## src/rtl/rxf_pkg.sv

```systemverilog
package rxf_pkg;
  localparam logic [3:0] CMD_RX_RESET  = 4'h2;
  localparam logic [3:0] CMD_ERR_RESET = 4'h4;

  typedef struct packed {
    logic brk;
    logic frm;
    logic par;
  } errFlags_t;

  typedef struct packed {
    logic push;
    logic pop;
    logic flush;
    logic clrErr;
    logic clrHead;
    logic setOvr;
  } ctlStrobes_t;
endpackage

```

## src/rtl/rxf_ctrl.sv

```systemverilog
module rxf_ctrl
  import rxf_pkg::*;
#(
  parameter int DEPTH = 16,
  localparam int PW = (DEPTH > 1) ? $clog2(DEPTH) : 1,
  localparam int CW = $clog2(DEPTH + 1)
) (
  input  logic          clk,
  input  logic          rstN,
  input  logic          wrValid,
  input  logic          rdStrobe,
  input  logic          cmdValid,
  input  logic [3:0]    cmdCode,
  input  logic          blockMode,
  input  logic          ovrIn,
  output ctlStrobes_t   strobes,
  output logic [PW-1:0] wrIdx,
  output logic [PW-1:0] rdIdx,
  output logic          isEmpty,
  output logic          isFull
);
  logic [CW-1:0] count;
  logic rxReset, errReset;

  assign isEmpty  = (count == '0);
  assign isFull   = (count == CW'(DEPTH));
  assign rxReset  = cmdValid && (cmdCode == CMD_RX_RESET);
  assign errReset = cmdValid && (cmdCode == CMD_ERR_RESET);

  always_comb begin
    strobes.flush   = rxReset;
    strobes.pop     = rdStrobe && !isEmpty && !rxReset;
    strobes.push    = wrValid && (!isFull || strobes.pop) && !rxReset;
    strobes.setOvr  = !rxReset && (ovrIn || (wrValid && isFull && !strobes.pop));
    strobes.clrErr  = errReset;
    strobes.clrHead = errReset && !blockMode && !isEmpty && !strobes.pop;
  end

  function automatic logic [PW-1:0] bump(input logic [PW-1:0] p);
    return (p == PW'(DEPTH - 1)) ? '0 : p + 1'b1;
  endfunction

  always_ff @(posedge clk or negedge rstN) begin
    if (!rstN) begin
      wrIdx <= '0;
      rdIdx <= '0;
      count <= '0;
    end else if (strobes.flush) begin
      wrIdx <= '0;
      rdIdx <= '0;
      count <= '0;
    end else begin
      if (strobes.push) wrIdx <= bump(wrIdx);
      if (strobes.pop)  rdIdx <= bump(rdIdx);
      case ({strobes.push, strobes.pop})
        2'b10:   count <= count + 1'b1;
        2'b01:   count <= count - 1'b1;
        default: count <= count;
      endcase
    end
  end
endmodule

```

## src/rtl/rxf_data.sv

```systemverilog
module rxf_data
  import rxf_pkg::*;
#(
  parameter int DEPTH = 16,
  parameter int DW = 8,
  localparam int PW = (DEPTH > 1) ? $clog2(DEPTH) : 1
) (
  input  logic          clk,
  input  logic          rstN,
  input  ctlStrobes_t   strobes,
  input  logic [PW-1:0] wrIdx,
  input  logic [PW-1:0] rdIdx,
  input  logic [DW-1:0] wrData,
  input  errFlags_t     wrFlags,
  input  logic          isEmpty,
  input  logic          blockMode,
  output logic [DW-1:0] headData,
  output errFlags_t     errView,
  output logic          ovrFlag
);
  logic [DW-1:0] dataMem [DEPTH];
  errFlags_t     flagMem [DEPTH];
  errFlags_t     sticky;

  always_ff @(posedge clk) begin
    if (strobes.push) dataMem[wrIdx] <= wrData;
  end

  generate
    for (genvar g = 0; g < DEPTH; g++) begin : gSlot
      always_ff @(posedge clk or negedge rstN) begin
        if (!rstN) begin
          flagMem[g] <= '0;
        end else if (strobes.push && (wrIdx == PW'(g))) begin
          flagMem[g] <= wrFlags;
        end else if (strobes.clrHead && (rdIdx == PW'(g))) begin
          flagMem[g] <= '0;
        end
      end
    end
  endgenerate

  always_ff @(posedge clk or negedge rstN) begin
    if (!rstN) begin
      sticky  <= '0;
      ovrFlag <= 1'b0;
    end else if (strobes.flush) begin
      sticky  <= '0;
      ovrFlag <= 1'b0;
    end else begin
      sticky  <= (strobes.clrErr ? errFlags_t'('0) : sticky)
               | (strobes.push ? wrFlags : errFlags_t'('0));
      ovrFlag <= (ovrFlag && !strobes.clrErr) || strobes.setOvr;
    end
  end

  assign headData = isEmpty ? '0 : dataMem[rdIdx];
  assign errView  = blockMode ? sticky : (isEmpty ? errFlags_t'('0) : flagMem[rdIdx]);
endmodule

```

## src/rtl/rx_err_fifo.sv

```systemverilog
module rx_err_fifo
  import rxf_pkg::*;
#(
  parameter int DEPTH = 16,
  localparam int PW = (DEPTH > 1) ? $clog2(DEPTH) : 1
) (
  input  logic       clk,
  input  logic       rstN,
  input  logic       wrValid,
  input  logic [7:0] wrData,
  input  logic       wrBreak,
  input  logic       wrFrame,
  input  logic       wrParity,
  input  logic       ovrIn,
  input  logic       rdStrobe,
  input  logic       cmdValid,
  input  logic [3:0] cmdCode,
  input  logic       blockMode,
  input  logic       txEmpty,
  input  logic       txReady,
  output logic [7:0] rdData,
  output logic [7:0] status
);
  ctlStrobes_t   strobes;
  logic [PW-1:0] wrIdx, rdIdx;
  logic          isEmpty, isFull, ovrFlag;
  errFlags_t     errView, wrFlags;

  assign wrFlags = '{brk: wrBreak, frm: wrFrame, par: wrParity};

  rxf_ctrl #(.DEPTH(DEPTH)) uCtrl (
    .clk(clk), .rstN(rstN), .wrValid(wrValid), .rdStrobe(rdStrobe),
    .cmdValid(cmdValid), .cmdCode(cmdCode), .blockMode(blockMode),
    .ovrIn(ovrIn), .strobes(strobes), .wrIdx(wrIdx), .rdIdx(rdIdx),
    .isEmpty(isEmpty), .isFull(isFull)
  );

  rxf_data #(.DEPTH(DEPTH), .DW(8)) uData (
    .clk(clk), .rstN(rstN), .strobes(strobes), .wrIdx(wrIdx), .rdIdx(rdIdx),
    .wrData(wrData), .wrFlags(wrFlags), .isEmpty(isEmpty),
    .blockMode(blockMode), .headData(rdData), .errView(errView),
    .ovrFlag(ovrFlag)
  );

  assign status = {errView.brk, errView.frm, errView.par, ovrFlag,
                   txEmpty, txReady, isFull, !isEmpty};
endmodule

```

## config.mk

```make
export PLATFORM = sky130hd
export DESIGN_NAME = rx_err_fifo
export DESIGN_NICKNAME = d
export VERILOG_FILES = /design/src/rtl/rxf_pkg.sv /design/src/rtl/rxf_ctrl.sv /design/src/rtl/rxf_data.sv /design/src/rtl/rx_err_fifo.sv
export SDC_FILE = /design/constraint.sdc
export NUM_CORES = 1
export LEC_CHECK = 0
export ABC_AREA = 1
export BUFFER_PORTS_ARGS = -buffer_cell sky130_fd_sc_hd__buf_2
export CORE_AREA = 2 2 130 132
export CTS_BUF_LIST = sky130_fd_sc_hd__clkbuf_8
export DETAILED_ROUTE_END_ITERATION = 16
export DIE_AREA = 0 0 132 134
export GPL_ROUTABILITY_DRIVEN = 0
export GPL_TIMING_DRIVEN = 0
export PLACE_DENSITY = 0.72
export REMOVE_ABC_BUFFERS = 1
export SYNTH_ARGS = -nofsm -noshare
export SYNTH_HDL_FRONTEND = slang
export SYNTH_SLANG_ARGS = --single-unit
```

## constraint.sdc

```tcl
create_clock -name clk -period 6.6 [get_ports clk]
set_clock_uncertainty 0.1 [all_clocks]
set_input_delay 0 -clock clk [delete_from_list [all_inputs] [get_ports clk]]
set_output_delay 0 -clock clk [all_outputs]
set_load 0.05 [all_outputs]
```

==> metrics <==
number of enable flip-flop cells after synthesis=128; most common cell after layout, fill and taps aside=nand2_1; Yosys cell types=34; die height=134 µm; DRC violations left=0; post-route clock period utilization=53.3%; FF-to-FF setup slack=3.56 ns; Top Metal Used=met4; Area Overhead vs Synth=10.8%; Met1 Wirelength=8950 µm; vias post-DR=6,363; first-iteration detailed-routing DRC count=678; FFs w/ async S/R, synth=33.7%; H-tree level count=4; DRT Pass-1 Iters=6; Routed WL per cell=17.7 µm; deepest clock path buffer count=2; DR vias/cell=5.54; overflow left after global routing=0; CP Data Required Time=6.50 ns; worst-skew pair later-pin latency=0.47 ns; setup ws final=3.08 ns; CTS clk-pin slew, worst paths=0.09 ns; CTS root buf=clkbuf_8; min Tclk post-route=3.52 ns; Die Wd=132 µm; critical path startpoint=uCtrl.rdIdx[0]$_DFFE_PN0P_; antenna violations before repair=0; total wire length=20,300 µm; CTS tree=done; cell area after synthesis=0.00883 mm²; DR WL met3=1110 µm; multi-input logic area=0.00280 mm²; fin nets=951; Post-CTS Resized=0; sequential group share of total power=40.9%; sequential-to-total area share from yosys stat=61.9%; DRT antenna net count=0; antenna diode instance count=0; Comb pwr share=40.4%; final setup violation count=0; Slew Viols, Final=0; Avg Inst Size Synth=10.1 µm²; worst slew pin tran=0.960 ns; Internal=0.00245 W; commonest non-fill, non-tap cells in the layout=nand2_1 (150), edfxtp_1 (128), o21ai_0 (127), nor2_1 (105), inv_1 (95); Post-CTS Setup Bufs=0; die area=0.0177 mm²; Cells after Synth=878; Yosys warnings=0; pre-CTS setup slack=3.22 ns; Net Sw Power=0.00187 W; Max IR drop VDD=430 µV; # fillers=1,340; hold_sp=cmdCode[0]; global-route wire length before repair=32,200 µm; reg2reg start=uCtrl.rdIdx[0]$_DFFE_PN0P_; Final Hold Viols=0; Initial Util=54.2%; Rows=47; CTS buffer count=17; layout cells sized above 1=12.2%; port bufs=35; Clk pwr share=18.7%; # IOs=40; Critical Path Source Type=flip-flop; status=completed; reported max-cap violation count=0; RSZ-0062 raised after global routing=no; core area=0.0163 mm²; Sw Ratio=43.4%; Hold Crit Class=input pin to flip-flop; #FFs+latches synth=193; CP Class=flip-flop to output pin; Reg area=0.00548 mm²; largest net degree at the start of global routing=93; Worst slew margin=36.0%; Most used DFF post-synth=edfxtp_1; number of global-route vias before repair=6,110; total negative setup slack=0 ns; CTS sink cnt=193; Crit Path Max Fanout=92; Critical Path Sink Type=output pin; total global-route track usage=23.7%; power density over the cells=441 mW/mm²; crit path DAT=3.42 ns; Leak Pwr=3.96 nW; WL met2=9880 µm; hpwl dp=12,600 µm; f_max=0.284 GHz
==> Yosys cell counts (2+ instances only) <==
cell type	instances	area (µm²)
a21oi_1	26	130
a22o_1	3	26.3
a31o_2	3	26.3
a41oi_1	8	70.1
buf_1	4	15.0
buf_2	7	35.0
buf_4	4	30.0
clkbuf_1	24	90.1
dfrtp_1	65	1630
edfxtp_1	128	3840
ha_1	11	138
inv_1	96	360
inv_2	2	7.51
nand2_1	150	563
nand2_4	8	90.1
nand3_1	17	85.1
nand3_2	2	20.0
nand4_1	7	43.8
nor2_1	105	394
nor2_2	2	12.5
nor2_4	4	45.0
nor3_1	2	10.0
o21ai_0	127	636
o21ai_1	16	80.1
o21ai_2	20	175
o22ai_1	26	163
xor2_1	4	35.0
==> routing by layer <==
layer / GRT usage [%] / up-vias
met5: 0 / -
met1: 31.4 / 3052
met3: 4.61 / 34
li1: - / 3055
met2: 40.2 / 222
met4: 7.07 / 0
==> power by group through the flow <==
stage	logic (W)	registers [W]	clock network [W]
global route	0.00193	0.00180	0.000859
global placement	0.00165	0.00180	0
detailed placement	0.00170	0.00179	0
floorplan	0.00122	0.00172	0
CTS	0.00172	0.00176	0.000815
finish	0.00174	0.00177	0.000808
==> worst max-delay path, stage by stage (launching register included) <==
cell	delay, ns
dfrtp_4	1.05
clkinv_2	0.50
buf_16	0.36
a21oi_1	0.16
o21ai_0	0.11
nand2_1	0.09
nand2_1	0.06
nand4_1	0.17
a22o_1	0.14
buf_2	0.25
==> registers in the layout (all words and copies together) (netlist names) <==
register and cells:
uCtrl.count 5, uCtrl.rdIdx 4, uCtrl.wrIdx 4, uData.dataMem 128
uData.flagMem 48, uData.ovrFlag 1, uData.sticky 3
==> what timing repair did <==
item / 4_1_cts / 5_1_grt
endpoints found under the setup margin: 0 / 0
endpoints found under the hold margin: 255 / 0
hold buffers: 22 / 0
==> per-stage QoR <==
stage | utilization, % | cell area (µm²) | hold WS (ns) | total power, W | instances
6_report | 60.1 | 9780 | 0.0350 | 0.00432 | 1149
3_3_place_gp | 55.8 | 9090 | -0.0997 | 0.00345 | 1093
4_1_cts | 59.9 | 9760 | 0.0182 | 0.00430 | 1148
5_1_grt | 60.1 | 9780 | 0.0812 | 0.00459 | 1149
2_1_floorplan | - | 8640 | -0.396 | 0.00294 | 838
3_5_place_dp | 56.0 | 9120 | -0.0997 | 0.00349 | 1094
==> worst paths after layout <==
path	endpoint	depth (start not counted)
max reg2reg	uData.flagMem[3]$_DFFE_PN0P_	6
max	status[7]	9
min	uCtrl.wrIdx[2]$_DFFE_PN0P_	7
max in group asynchronous	uCtrl.rdIdx[0]$_DFFE_PN0P_	2
min reg2reg	uData.sticky[1]$_DFF_PN0_	1
min in group asynchronous	uCtrl.count[3]$_DFFE_PN0P_	2
==> cells by family after synthesis <==
family	Yosys count	share of synthesized area, %
flops	193	61.9
xor+xnor	5	0.496
simple gates	300	14.8
fa+ha+maj	11	1.56
compound gates	230	14.9
buf+inv	139	6.39
==> area by class of cell <==
type                            instances  share of cell area (%)
Timing Repair Buffer                   59                    4.55
Inverter                               99                    3.84
Clock inverter                         15                    1.84
Multi-Input combinational cell        546                    28.6
Sequential cell                       193                    56.0
Clock buffer                           17                    2.39
Tap cell                              220                    2.81
Note: power is estimated with default switching activity, not from simulation.
